### src/rtl/ea_gen.sv
module ea_gen (
  input  logic        clk,
  input  logic        rst_n,
  input  logic        start,
  input  logic [3:0]  mode,
  input  logic [7:0]  op_lo,
  input  logic [7:0]  op_hi,
  input  logic [7:0]  idx_x,
  input  logic [7:0]  idx_y,
  input  logic [15:0] pc,
  input  logic        is_write,
  input  logic        branch_taken,
  output logic [15:0] mem_addr,
  output logic        mem_rd,
  input  logic [7:0]  mem_data,
  output logic [15:0] ea,
  output logic        done,
  output logic        extra
);
  localparam logic [3:0] M_IMM = 4'd0, M_ZP = 4'd1, M_ZPX = 4'd2, M_ZPY = 4'd3,
                         M_IZX = 4'd4, M_IZY = 4'd5, M_ABX = 4'd7,
                         M_ABY = 4'd8, M_IND = 4'd9, M_REL = 4'd10;
  localparam logic [1:0] S_IDLE = 2'd0, S_RLO = 2'd1, S_RHI = 2'd2, S_FIN = 2'd3;

  logic [1:0]  st;
  logic [3:0]  mode_r;
  logic [15:0] base_r;
  logic [7:0]  y_r, lo_r;
  logic        wr_r;

  logic [15:0] abs16, d_ea, p_base, f_ea;
  logic [8:0]  sum_x, sum_y, sum_py;
  logic        d_ex, f_ex, is_ptr;

  assign abs16  = {op_hi, op_lo};
  assign sum_x  = {1'b0, op_lo} + {1'b0, idx_x};
  assign sum_y  = {1'b0, op_lo} + {1'b0, idx_y};
  assign sum_py = {1'b0, lo_r} + {1'b0, y_r};
  assign is_ptr = (mode == M_IZX) || (mode == M_IZY) || (mode == M_IND);

  always_comb begin
    d_ex = 1'b0;
    case (mode)
      M_IMM: d_ea = pc;
      M_ZP:  d_ea = {8'h00, op_lo};
      M_ZPX: d_ea = {8'h00, sum_x[7:0]};
      M_ZPY: d_ea = {8'h00, sum_y[7:0]};
      M_ABX: begin d_ea = abs16 + {8'h00, idx_x}; d_ex = sum_x[8] & ~is_write; end
      M_ABY: begin d_ea = abs16 + {8'h00, idx_y}; d_ex = sum_y[8] & ~is_write; end
      M_REL: begin d_ea = pc + 16'd1 + {{8{op_lo[7]}}, op_lo}; d_ex = branch_taken; end
      default: d_ea = abs16;
    endcase
  end

  always_comb begin
    case (mode)
      M_IZX:   p_base = {8'h00, sum_x[7:0]};
      M_IZY:   p_base = {8'h00, op_lo};
      default: p_base = abs16;
    endcase
  end

  always_comb begin
    if (mode_r == M_IZY) begin
      f_ea = {mem_data, lo_r} + {8'h00, y_r};
      f_ex = sum_py[8] & ~wr_r;
    end else begin
      f_ea = {mem_data, lo_r};
      f_ex = 1'b0;
    end
  end

  assign mem_rd   = (st == S_RLO) || (st == S_RHI);
  assign mem_addr = (st == S_RHI) ? {base_r[15:8], base_r[7:0] + 8'd1} : base_r;

  always_ff @(posedge clk) begin
    if (!rst_n) begin
      st <= S_IDLE; mode_r <= '0; base_r <= '0; y_r <= '0; lo_r <= '0; wr_r <= 1'b0;
      ea <= '0; done <= 1'b0; extra <= 1'b0;
    end else begin
      done <= 1'b0;
      case (st)
        S_IDLE: if (start) begin
          mode_r <= mode;
          wr_r   <= is_write;
          if (is_ptr) begin
            base_r <= p_base;
            y_r    <= idx_y;
            st     <= S_RLO;
          end else begin
            ea    <= d_ea;
            extra <= d_ex;
            done  <= 1'b1;
          end
        end
        S_RLO: st <= S_RHI;
        S_RHI: begin lo_r <= mem_data; st <= S_FIN; end
        default: begin
          ea    <= f_ea;
          extra <= f_ex;
          done  <= 1'b1;
          st    <= S_IDLE;
        end
      endcase
    end
  end

  a_r4_zp_pointer_page: assert property (@(posedge clk) disable iff (!rst_n)
    mem_rd && mode_r != M_IND |-> mem_addr[15:8] == 8'h00);
  a_r6_no_high_carry: assert property (@(posedge clk) disable iff (!rst_n)
    mem_rd && $past(mem_rd) |-> mem_addr[15:8] == $past(mem_addr[15:8]));
  a_r8_write_no_extra: assert property (@(posedge clk) disable iff (!rst_n)
    done && wr_r && mode_r != M_REL |-> !extra);
  a_r10_result_held: assert property (@(posedge clk) disable iff (!rst_n)
    !done |-> $stable(ea) && $stable(extra));
  a_r10_two_reads: assert property (@(posedge clk) disable iff (!rst_n)
    $rose(mem_rd) |=> mem_rd);
  a_r10_done_after_reads: assert property (@(posedge clk) disable iff (!rst_n)
    $fell(mem_rd) |=> done);
endmodule

### config.mk
export PLATFORM = sky130hd
export DESIGN_NAME = ea_gen
export DESIGN_NICKNAME = d
export VERILOG_FILES = /design/src/rtl/ea_gen.sv
export SDC_FILE = /design/constraint.sdc
export NUM_CORES = 1
export LEC_CHECK = 0
export ABC_AREA = 0
export CAP_MARGIN = 5
export CORE_MARGIN = 2
export CORE_UTILIZATION = 60
export CTS_CLUSTER_SIZE = 25
export DETAILED_ROUTE_END_ITERATION = 10
export DONT_BUFFER_PORTS = 1
export PLACE_DENSITY = 0.79
export SLEW_MARGIN = 25
export SYNTH_ARGS = -nofsm -noshare
export SYNTH_HDL_FRONTEND = slang
export SYNTH_SLANG_ARGS = --single-unit
export TNS_END_PERCENT = 20
### constraint.sdc
create_clock -name clk -period 12.1 [get_ports clk]
set_input_delay 3.63 -clock clk [delete_from_list [all_inputs] [get_ports clk]]
set_output_delay 3.63 -clock clk [all_outputs]
set_load 0.1 [all_outputs]
== Word-level counts from Yosys, hierarchy flattened ==
Index checks and enable logic that the tools add are counted.

* Bits of input ports: 65
* Bits in latches: 0
* Logic and storage cells: 67
* RAM bits: 0
* Memory bits (read-only): 0
* Memories kept: 0
* Flip-flop bits (word level): 57
* Output and inout bits: 35

* Divide/modulo/power cells: 0
* Bitwise logic cells: 6
* Muxes and demuxes: 18
* Reductions and logical operators: 10
* Multipliers: 0
* Order comparisons: 0
* Shift operators: 0
* Equality and inequality tests: 15
* $add $sub $neg: 9

{| class="wikitable"
|+ Operator list
! kind !! count
|-
| one-hot mux 16 bit (7 select lines) || 1
|-
| one-hot mux 16 bit (2 select lines) || 2
|-
| adder 16 x 8 -> 16 bit || 3
|-
| 2-to-1 mux 16 bit || 3
|-
| adder 8 x 8 -> 9 bit || 3
|-
| adder 16 x 1 -> 16 bit, second input constant || 1
|-
| adder 16 bit || 1
|-
| == test 4 x 3 -> 1 bit, second input constant || 4
|-
| == test 4 bit, second input constant || 3
|-
| adder 8 x 1 -> 8 bit, second input constant || 1
|-
| == test 4 x 2 -> 1 bit, second input constant || 2
|-
| 2-to-1 mux 8 bit || 1
|-
| inequality test 2 bit, second input constant || 3
|-
| one-hot mux 2 bit (3 select lines) || 1
|-
| AND reduction 3 bit || 2
|-
| 2-to-1 mux 1 bit || 5
|-
| == test 4 x 1 -> 1 bit, second input constant || 1
|-
| zero test 4 bit || 1
|-
| 2-to-1 mux 2 bit || 2
|-
| one-hot mux 1 bit (2 select lines) || 2
|-
| AND reduction 2 bit || 2
|-
| bitwise AND 1 bit || 3
|-
| logical OR 1 bit || 3
|-
| inverter 1 bit || 3
|-
| other kinds (5) || 5
|}

== Longest topological paths before layout ==
Gate-level depths: netlist of the first run.

* Depth in word-level cells: 6
* Gate-level depth with buffers: 16
* Gate-level depth less buffers: 14

== Worst setup path after synthesis of the first run ==
Ideal clock, no wire load.

* Kind: input port to flip-flop
* From: input mode[2]
* To: register ea[10]
* Arrival time: 6.519 ns
* Slack: 5.506 ns
* Required time: 12.025 ns
* Path buffers: 2
* Stages on the path: 16
* Setup time: 0.075 ns
* Cell sequence: buf_2 > nand2b_1 > nor3_1 > buf_2 > mux2_2 > ha_1 > inv_1 > fa_1 > nand3b_1 > a21o_1 > a311oi_2 > nand3_1 > xor2_1 > o221ai_1 > o211ai_1 > a31oi_1

* Cells in the longest elaborated chain, start to end: 5
* Elaborated cells on any way between the ends: 18
* Those cells by class: eq/ne: 10; mux: 4; reduce/logical: 4

{| class="wikitable"
|+ RTL lines
! what !! line !! text
|-
| from (decl) || 5 || <nowiki>input logic [3:0] mode,</nowiki>
|-
| == test 4 bit (tied with other cells) || 43 || <nowiki>case (mode)</nowiki>
|-
| one-hot mux 16 bit (7 select lines) or logical OR 1 bit (tied branches) || 43, 39 ||
|-
| 2-to-1 mux 16 bit or logical OR 1 bit (tied branches) || 86, 39 ||
|-
| 2-to-1 mux 16 bit or inequality test 2 bit (tied branches) || -- ||
|-
| one-hot mux 16 bit (2 select lines) or AND reduction 3 bit (tied branches) || -- ||
|-
| to (signal assigned) || 79 || <nowiki>ea <= '0; done <= 1'b0; extra <= 1'b0;</nowiki>
|-
| to (signal assigned) || 91 || <nowiki>ea <= d_ea;</nowiki>
|-
| to (signal assigned) || 99 || <nowiki>ea <= f_ea;</nowiki>
|-
| to (decl) || 16 || <nowiki>output logic [15:0] ea,</nowiki>
|}

Parallel ways exist; a longest one is shown, timed or not. The select of a mux whose other input is x is not followed.
A chain may end at the register's enable or synchronous reset.

== Worst setup path in the final report of the first run ==
Ends and elaborated chain as after synthesis.

==> results.md, run 1 <==
* Tmin final at approximately 6300 ps
* Initial antenna violation count at 0
* Post-synthesis sequential area ratio at 0.205
* Area added between synthesis and finish at 5.60%
* Leakage at 2.27 nW
* Synth area leader: dfxtp_1
* Starting DRT DRC Count at 689
* Overflow after GRT at 0
* RSZ-0062 raised after global routing: false
* Cell area after synthesis at ~0.0056 mm^2
* Max cap viols at 0
* Vias per cell at around 6.8
* Rel. slew slack at 0.283
* Starting Density at 0.610
* Number of CTS-inserted buffers at 9
* Worst R2R Path Depth at 11
* Worst reg2reg setup slack at roughly 9200 ps
* Post-DP Area at about 0.0057 mm^2
* Finished Core Util at 0.645
* Period utilization at 0.523
* Total Wirelength at between 15000 and 20000 um
* DRC Markers at 0
* Setup violators final at 0
* Post-CTS sizing at 0
* Final hold violations at 0
* Post-route cell area at between 0.005 and 0.006 mm^2
* Hold Crit Start: wr_r
* Synth Instances at about 730
* Largest net degree at the start of global routing at 34
* Die area at roughly 0.01 mm^2
* Asr flop ratio synth at 0
* Post-synth EDFFs at 0
* Worst-Margin Slew at between 1000 and 1500 ps
* Worst endpoint required time at about 12000 ps
* Hold depth at 2
* Final Net Count at ~830
* Vias in the first global route at approximately 5300
* Layout cells sized above 1 at 0.0770
* HPWL Detailed at between 10000 and 15000 um
* DP Worst Slack at between 5000 and 6000 ps
* DR WL/cell at between 20 and 25 um
* Max IR drop VDD at roughly 0.049 mV
* Top Ports at 100
* Die H at roughly 100 um
* Setup ws final at approximately 5800 ps
* Status: finished clean
* Max-slew violations at 0
* Hold buffer count at CTS at 0
* Worst Setup End Kind: register
* Synthesized Nets at 852
* Arr. time, crit path at 6590 ps
* Beginning of the critical path: mode[2]
* GPL Wtd Cong at 1.07
* Startpoint Class: input pin
* Via count at 5623
* Most instantiated cells after synthesis: a21oi_1, nand2_1, dfxtp_1
* Die X at between 100 and 150 um
* Fmax at around 160 MHz
* Synth area leaders: dfxtp_1, ha_1, a21oi_1
* Yosys top cell area share at 0.205
* Distinct cells, synth at 67
* Core footprint at 0.00911 mm^2
* Postcts setup bufs at 0
* Min-Delay Path Class: register to register
* Kind of critical path: input pin to register
* Accumulated negative setup slack at 0 ps
* IO buf count at 0
* Mean Syn Cell Area at 7.63 um^2
* CTS tree: yes
* Overall routing resource usage at 0.350
* Maximum clock path buffer count at 2
* ANT nets after route at 0
* Number of synthesized register bits at 57
* Worst Skew at ~15 ps
* CTS H-Tree Depth at 3
* CP max FO at 19
* Root Driver: clkbuf_8
* TritonRoute pass-1 iters at 5
* Yosys warning count at 0
* Most common cell in the synthesized netlist: a21oi_1
* Power Dens Cells at about 110 mW/mm^2
* Clock Sinks at 57
* First-pass GRT wire length at roughly 28000 um
* Cell row count at 35
* Worst skew pair latency at 340 ps
* CTS clk-pin slew, worst paths at roughly 80 ps
* Ant diodes at 0
* Critical R2R Launch: lo_r[0]
* Commonest register cell after synthesis: dfxtp_1
==> layer usage <==
layer / up-vias / track usage / share of wire
met4: 0 / 0.121 / 0.031
met1: 2614 / 0.471 / 0.42
met5: - / 0 / 0
met2: 321 / 0.563 / 0.46
met3: 52 / 0.0620 / 0.091
li1: 2636 / - / -
==> critical path, cell delays in order <==
cell and delay (ps):
nand2b_1 150, nor3_1 140, buf_4 230, mux2_2 180
ha_1 160, inv_1 60, fa_1 400, nand3b_1 190
a21o_1 190, a311oi_2 420, nand3_1 150, xor2_1 170
o221ai_1 190, o211ai_1 130, a31oi_1 200
==> through the flow <==
| step | hold WS [ps] | total power, mW | instances |
|---|---|---|---|
| finish | 459 | 0.639 | 825 |
| global placement | 445 | 0.445 | 809 |
| global route | 490 | 0.665 | 825 |
| floorplan | 432 | 0.411 | 729 |
| CTS | 457 | 0.634 | 825 |
| detailed placement | 446 | 0.451 | 809 |
==> layout by cell type (no fill, tap or decap), types with 14 or more instances in the layout <==
master,n
a21oi_1,84
nand2_1,80
dfxtp_1,57
nor2_1,53
ha_1,53
o21ai_0,33
nand3_1,29
xnor2_1,27
inv_1,22
nor3_1,20
mux2i_1,20
xor2_1,17
a211oi_1,15
o211ai_1,14
==> flip-flops by register name (all words and copies together) (netlist names) <==
signal,flops
base_r,16
mode_r,4
wr_r,1
lo_r,8
extra,1
done,1
y_r,8
st,2
ea,16
==> final timing paths <==
check	to
max reg2reg	ea[12]
min	wr_r
min reg2reg	wr_r
max	ea[10]
==> logic make-up after synthesis <==
group / after synthesis / share of synthesized area
AO/OA/AOI/OAI: 238 / 0.281
XOR/XNOR: 51 / 0.0803
adder cells (fa/ha/maj): 58 / 0.137
buffers and inverters: 67 / 0.0524
flip-flops: 57 / 0.205
multiplexers: 28 / 0.0522
AND/OR/NAND/NOR: 230 / 0.192
==> where the power goes <==
| group | leakage [nW] | switching (mW) | internal (mW) |
|---|---|---|---|
| combinational | 1.71 | 0.114 | 0.0728 |
| sequential | 0.465 | 0.0665 | 0.199 |
| clock | 0.0949 | 0.0859 | 0.101 |
==> final cells by class <==
cell class,instances,area [um^2]
clock buffer,10,138
multi-input combinational,605,4200
fill,789,3240
inverter,23,86.3
timing repair buffer,13,97.6
tap,111,139
sequential,57,1140
clock inverter,6,66.3
(Power assumes the default switching activity.)
==> run 2: changes to the inputs <==
--- a/config.mk
+++ b/config.mk
@@ -5,14 +5,14 @@
 export SDC_FILE = /design/constraint.sdc
 export NUM_CORES = 1
 export LEC_CHECK = 0
-export ABC_AREA = 0
+export ABC_AREA = 1
 export CAP_MARGIN = 5
 export CORE_MARGIN = 2
 export CORE_UTILIZATION = 60
 export CTS_CLUSTER_SIZE = 25
 export DETAILED_ROUTE_END_ITERATION = 10
 export DONT_BUFFER_PORTS = 1
-export PLACE_DENSITY = 0.79
+export PLACE_DENSITY = 0.82
 export SLEW_MARGIN = 25
 export SYNTH_ARGS = -nofsm -noshare
 export SYNTH_HDL_FRONTEND = slang
==> constraint.sdc (replaced) <==
create_clock -name clk -period 5.4 [get_ports clk]
set_input_delay 1.62 -clock clk [delete_from_list [all_inputs] [get_ports clk]]
set_output_delay 1.62 -clock clk [all_outputs]
set_load 0.1 [all_outputs]
==> run 2 against run 1 <==
Worst hold slack gained 34 ps. Sequential cell count did not move. Clock power grew to 2.7 times the previous value. Critical endpoint is now mem_addr[6]. Sequential power rose to 4.0 times the previous value.
==> results.md, run 2 <==
* Post-synthesis sequential area ratio at 0.182
* Top flop regs: base_r (16), ea (16)
* Mux share of post-synthesis cell area at 0
* Tmin final at around 4400 ps
* Top Ports at 100
* Placed insts at 1172
* Ant diodes at 0
* HPWL Detailed at roughly 15000 um
* Crit path top cell by count: inv_1
* Hold depth at 2
* Distinct cells, synth at 43
* Worst skew pair latency at around 350 ps
* Cell area after synthesis at 0.00628 mm^2
* Area share of fa/ha/maj cells after synthesis at 0.121
* Min-Delay Path Class: register to register
* WHS Endpoint: mode_r[3]
* Internal power at roughly 1.2 mW
* Final Net Count at around 1200
* Max cap viols at 0
* Number of synthesized register bits at 57
* Total Wirelength at about 20000 um
* TritonRoute pass-1 iters at 6
* Mean Syn Cell Area at about 6 um^2
* CTS H-Tree Depth at 3
* Initial antenna violation count at 0
* Startpoint Class: register
* Synth Area in Simple Gates at 0.385
* Largest net degree at the start of global routing at 38
* Switching portion of total power at 0.555
* Synthesized Nets at 1189
* Final hold violations at 0
* CTS tree: yes
* DRC Markers at 0
* Synth area leaders: nand2_1, dfxtp_1, ha_1
* Rel. slew slack at 0.295
* Most frequent cells in the layout: nand2_1, inv_1, a21oi_1, nand3_1, nor2_1
* Starting DRT DRC Count at just under 700
* Overall routing resource usage at 0.354
* Cell row count at 37
* Setup violators final at 0
* Worst-Margin Slew at about 1100 ps
* Yosys top cell area share at 0.184
* Critical R2R Launch: st[0]
* Flop pwr share at 0.410
* Clock Sinks at 57
* Synth Instances at approximately 1100
* Core footprint at 0.0102 mm^2
* Status: finished clean
* Leakage at 3.34 nW
* ANT nets after route at 0
* Die area at roughly 0.011 mm^2
* Via count at slightly below 7000
* Layout Cells excl Fill at around 1200
* Post-CTS sizing at 0
* GPL Wtd Cong at about 1.1
* Clock power share at 0.191
* Compound-Gate Fraction of Synth Area at 0.174
* IO buf count at 0
* Worst endpoint required time at roughly 3800 ps
* Cell family with most CP delay: adder cells
* Worst Setup End Kind: output pin
* Power Total at around 2.6 mW
* Die H at 106 um
* Commonest non-fill, non-tap cell in the layout: nand2_1
* Switching power at approximately 1.5 mW
* Fmax at roughly 230 MHz
* Max-slew violations at 0
* Period utilization at 0.814
* Worst Skew at 11.7 ps
* Overflow after GRT at 0
* Power Dens Cells at 399 mW/mm^2
* Synth area leader: nand2_1
* Commonest register cell after synthesis: dfxtp_1
* Crit-path cells: inv_1, ha_1, nand4_1, nor3_1, xor2_1, inv_1
* Post-synthesis xor/xnor area fraction at 0.0251
* Starting Density at 0.614
* Root Driver: clkbuf_8
* Hold buffer count at CTS at 0
* Number of CTS-inserted buffers at 9
* Layout cells sized above 1 at 0.0532
* Largest family of logic cells by synthesized area: simple AND/OR/NAND/NOR gates
* Asr flop ratio synth at 0
* Vias in the first global route at roughly 6400
* CP max FO at 21
* Gate power share at 0.399
* Worst R2R Path Depth at 9
* Maximum clock path buffer count at 2
* RSZ-0062 raised after global routing: false
* First-pass GRT wire length at around 32000 um
* Worst reg2reg setup slack at 2880 ps
* Most instantiated cells after synthesis: nand2_1, inv_1, a21oi_1
* Post-synth EDFFs at 0
* Most common cell in the synthesized netlist: nand2_1
* CP max stage delay at between 700 and 800 ps
* Accumulated negative setup slack at 0 ps
* CTS clk-pin slew, worst paths at approximately 60 ps
* Hold Crit Start: mode_r[3]
* DR WL/cell at 16.6 um
* Area added between synthesis and finish at 4.58%
* Worst R2R End: base_r[7]
* Kind of critical path: register to output pin
* Yosys warning count at 0
* Die X at 106 um
* Max IR drop VDD at about 0.33 mV
* Postcts setup bufs at 0
* Arr. time, crit path at approximately 2800 ps
* Crit path max-delay cell type: ha_1
* Post-route cell area at approximately 0.0066 mm^2
* Post-DP Area at about 0.0063 mm^2
* Crit path buf inv count at 2
* Vias per cell at 5.81
run 2: cell types whose count changed in the layout (fill, tap and decap cells not counted), moves of 13 or more:
cell | before | now
xnor2_1 | 27 | 6
a21oi_1 | 84 | 105
mux2i_1 | 20 | 0
nor2_1 | 53 | 89
nand4_1 | 4 | 17
o21ai_0 | 33 | 62
nand3_1 | 29 | 104
a211oi_1 | 15 | 2
nand2_1 | 80 | 308
inv_1 | 22 | 128
run 2: layer usage:
layer / vias up / global-route usage / routed length, um
met5: - / 0 / 0
met4: 0 / 0.114 / 538
met3: 55 / 0.109 / 2340
met2: 328 / 0.560 / 8640
met1: 3061 / 0.458 / 8160
li1: 3453 / - / -
run 2: power by group through the flow:
stage          Clock (mW)  Sequential (mW)  Combinational, mW
2_1_floorplan           0             1.03              0.865
5_1_grt             0.519             1.09               1.17
4_1_cts             0.497             1.07               1.03
3_5_place_dp            0             1.08               1.03
6_report            0.499             1.07               1.04
3_3_place_gp            0             1.08               1.01
run 2: kinds of logic (layout without fill, tap and decap cells):
group / after synthesis / in the layout
buffers and inverters: 170 / 156
AOI/OAI and AO/OA: 203 / 203
xor gates and xnor gates: 18 / 18
DFF: 57 / 57
adders and majority gates: 58 / 58
and+or+nand+nor: 560 / 560
run 2: how the worst max path moves through the flow:
stage,cells after the start,to,from
4_1_cts,6,mem_addr[6],st[0]
2_1_floorplan,5,mem_addr[0],st[0]
3_5_place_dp,19,ea[12],mode[0]
6_report,6,mem_addr[6],st[0]
3_3_place_gp,19,ea[12],mode[0]
5_1_grt,6,mem_addr[6],st[0]
run 2: cell type report:
type	count	area, um^2
Clock buffer	10	138
Clock inverter	6	105
Fill cell	1052	3660
Inverter	136	515
Multi-Input combinational cell	839	4470
Sequential cell	57	1140
Tap cell	136	170
Timing Repair Buffer	4	30.0
run 2: stage by stage:
step	utilization	hold slack [ps]	setup WS, ps
detailed placement	0.618	481	1360
global route	0.642	519	829
global placement	0.617	469	1460
finish	0.642	493	1010
floorplan	-	430	1230
CTS	0.642	490	1000
run 2: worst register-to-register path, cell delays in order, from the launching register on:
cell	delay (ps)
dfxtp_1	310
inv_1	90
ha_1	150
buf_4	270
nand2_1	190
inv_1	250
nand2_2	360
inv_2	460
o211ai_1	200
a21oi_1	160
==> run 3: changes to the inputs <==
--- a/config.mk
+++ b/config.mk
@@ -5,14 +5,14 @@
 export SDC_FILE = /design/constraint.sdc
 export NUM_CORES = 1
 export LEC_CHECK = 0
-export ABC_AREA = 1
+export ABC_AREA = 0
 export CAP_MARGIN = 5
 export CORE_MARGIN = 2
 export CORE_UTILIZATION = 60
 export CTS_CLUSTER_SIZE = 25
 export DETAILED_ROUTE_END_ITERATION = 10
 export DONT_BUFFER_PORTS = 1
-export PLACE_DENSITY = 0.82
+export PLACE_DENSITY = 0.79
 export SLEW_MARGIN = 25
 export SYNTH_ARGS = -nofsm -noshare
 export SYNTH_HDL_FRONTEND = slang
==> constraint.sdc (replaced) <==
create_clock -name clk -period 4.2 [get_ports clk]
set_input_delay 1.26 -clock clk [delete_from_list [all_inputs] [get_ports clk]]
set_output_delay 1.26 -clock clk [all_outputs]
set_load 0.1 [all_outputs]
==> run 3 against run 2 <==
Global-route usage is 0.48 points lower. Largest power group unchanged. Design area shrank 10%. Worst hold slack worse by 36 ps. Routed wire length is 12% lower. Critical path type is now input pin to register. Sequential cell count is the same. Non-clock buffer count grew 18. First-iteration DRC count shrank 12%. Die area shrank 11%. Critical path depth up 7.
==> results.md, run 3 (synthesis results as in run 1) <==
* Status: finished clean
* CTS clk-pin slew, worst paths at 70 ps
* Final Net Count at between 800 and 900
* Hold Crit Start: wr_r
* DP Worst Slack at between 80 and 90 ps
* Core footprint at 0.00911 mm^2
* Internal power at roughly 1.1 mW
* Worst Skew at about 18 ps
* Vias per cell at between 6 and 7
* ANT nets after route at 0
* Min-Delay Path Class: register to register
* Max IR drop VDD at around 0.15 mV
* Layout cells sized above 1 at 0.0859
* Die area at 0.0101 mm^2
* Kind of critical path: input pin to register
* IO buf count at 0
* Setup ws final at 370 ps
* Postcts setup bufs at 0
* Maximum clock path buffer count at 2
* Largest net degree at the start of global routing at 47
* Arr. time, crit path at ~4100 ps
* Fmax at roughly 260 MHz
* DR WL/cell at around 21 um
* Flop pwr share at 0.425
* First-pass GRT wire length at around 28000 um
* Met2 usage at 0.567
* GPL Wtd Cong at between 1 and 1.5
* Grt peak-use layer: met2
* Switching power at roughly 0.74 mW
* Clock power share at 0.274
* Die X at 100 um
* Top Ports at 100
* Startpoint Class: input pin
* Worst endpoint required time at 4420 ps
* Via count at roughly 5600
* Worst-Margin Slew at between 1000 and 1500 ps
* Met1 Use GR at 0.461
* Worst R2R End: ea[12]
* Register area at ~0.0011 mm^2
* CTS H-Tree Depth at 3
* HPWL Detailed at 13600 um
* CTS tree: yes
* Fillers at just over 800
* Power Total at 1.79 mW
* Most frequent cells in the layout: a21oi_1, nand2_1, dfxtp_1, nor2_1, ha_1
* Accumulated negative setup slack at 0 ps
* Hold depth at 2
* Gate power share at 0.300
* Final hold violations at 0
* Area added between synthesis and finish at 6.12%
* Met3 usage at 0.0745
* Total Wirelength at 17400 um
* Max-slew violations at 0
* Switching portion of total power at 0.412
* Cell row count at 35
* Overflow after GRT at 0
* Top flop regs: base_r (16), ea (16)
* Tmin final at ~3800 ps
* Root Driver: clkbuf_8
* Clock Sinks at between 50 and 60
* Die H at 100 um
* CP max FO at 19
* Worst reg2reg setup slack at between 1000 and 1500 ps
* Worst R2R Path Depth at 11
* Power Dens Cells at just over 300 mW/mm^2
* Vias in the first global route at 5394
* Number of CTS-inserted buffers at 9
* Setup violators final at 0
* Max cap viols at 0
* Leakage at around 2.3 nW
* Post-CTS sizing at 0
* Worst skew pair latency at between 300 and 400 ps
* Overall routing resource usage at 0.349
* DRC Markers at 0
* Commonest non-fill, non-tap cell in the layout: a21oi_1
* Hold buffer count at CTS at 0
* TritonRoute pass-1 iters at 5
* Worst Setup End Kind: register
* Period utilization at 0.912
* Critical R2R Launch: lo_r[0]
* Starting Density at 0.610
* Starting DRT DRC Count at around 600
* WHS Endpoint: wr_r
* RSZ-0062 raised after global routing: false
* Rel. slew slack at 0.281
* Initial antenna violation count at 2
* Multi-input gate area at ~0.0042 mm^2
## run 3: cell types whose count changed in the layout (fill, tap and decap cells not counted), moves of 29 or more
cell	change
inv_1	-106
nor2_1	-36
o21ai_0	-29
nand3_1	-75
nand2_1	-228
## run 3: worst max-delay path by stage
| stage | to | start | slack, ps |
|---|---|---|---|
| floorplan | ea[10] | mode[2] | 10 |
| global placement | ea[11] | mode[2] | 170 |
| detailed placement | ea[10] | mode[2] | 80 |
| CTS | ea[10] | mode[2] | 400 |
| global route | ea[10] | mode[2] | 150 |
| finish | ea[15] | mode[2] | 370 |
## run 3: metal layers
metal / share of wire / vias to the layer above
met1: 0.42 / 2600
met2: 0.45 / 289
met3: 0.099 / 48
li1: - / 2654
met4: 0.027 / 0
met5: 0 / -
## run 3: power by group through the flow
stage,Combinational (mW),Clock [mW],Sequential (mW)
2_1_floorplan,0.437,0,0.747
3_3_place_gp,0.516,0,0.773
3_5_place_dp,0.527,0,0.774
4_1_cts,0.530,0.497,0.763
5_1_grt,0.590,0.523,0.767
6_report,0.539,0.492,0.763
## run 3: metrics by stage
step	hold slack, ps	instances	area, um^2	util
finish	457	835	5900	0.648
global route	487	835	5900	0.648
CTS	458	833	5900	0.647
detailed placement	448	818	5710	0.627
global placement	445	818	5710	0.627
floorplan	432	729	5560	-
## run 3: worst max-delay path: stages
cell and delay [ps]:
nand2b_1 150, nor3_1 140, buf_4 230, mux2_2 370, ha_1 310, a21oi_1 210
o21ai_0 150, o31a_1 360, nand3_1 150, mux2i_1 200, nor4_1 60, a311oi_1 340
o31ai_2 110
## run 3: layout make-up
cell class | count | share of cell area
clock inverters | 6 | 0.0102
multi-input cells | 605 | 0.708
clock buffers | 9 | 0.0210
repair buffers | 22 | 0.0280
well taps | 111 | 0.0235
inverters | 23 | 0.0146
flip-flops and latches | 57 | 0.193
diodes | 2 | 0.000848
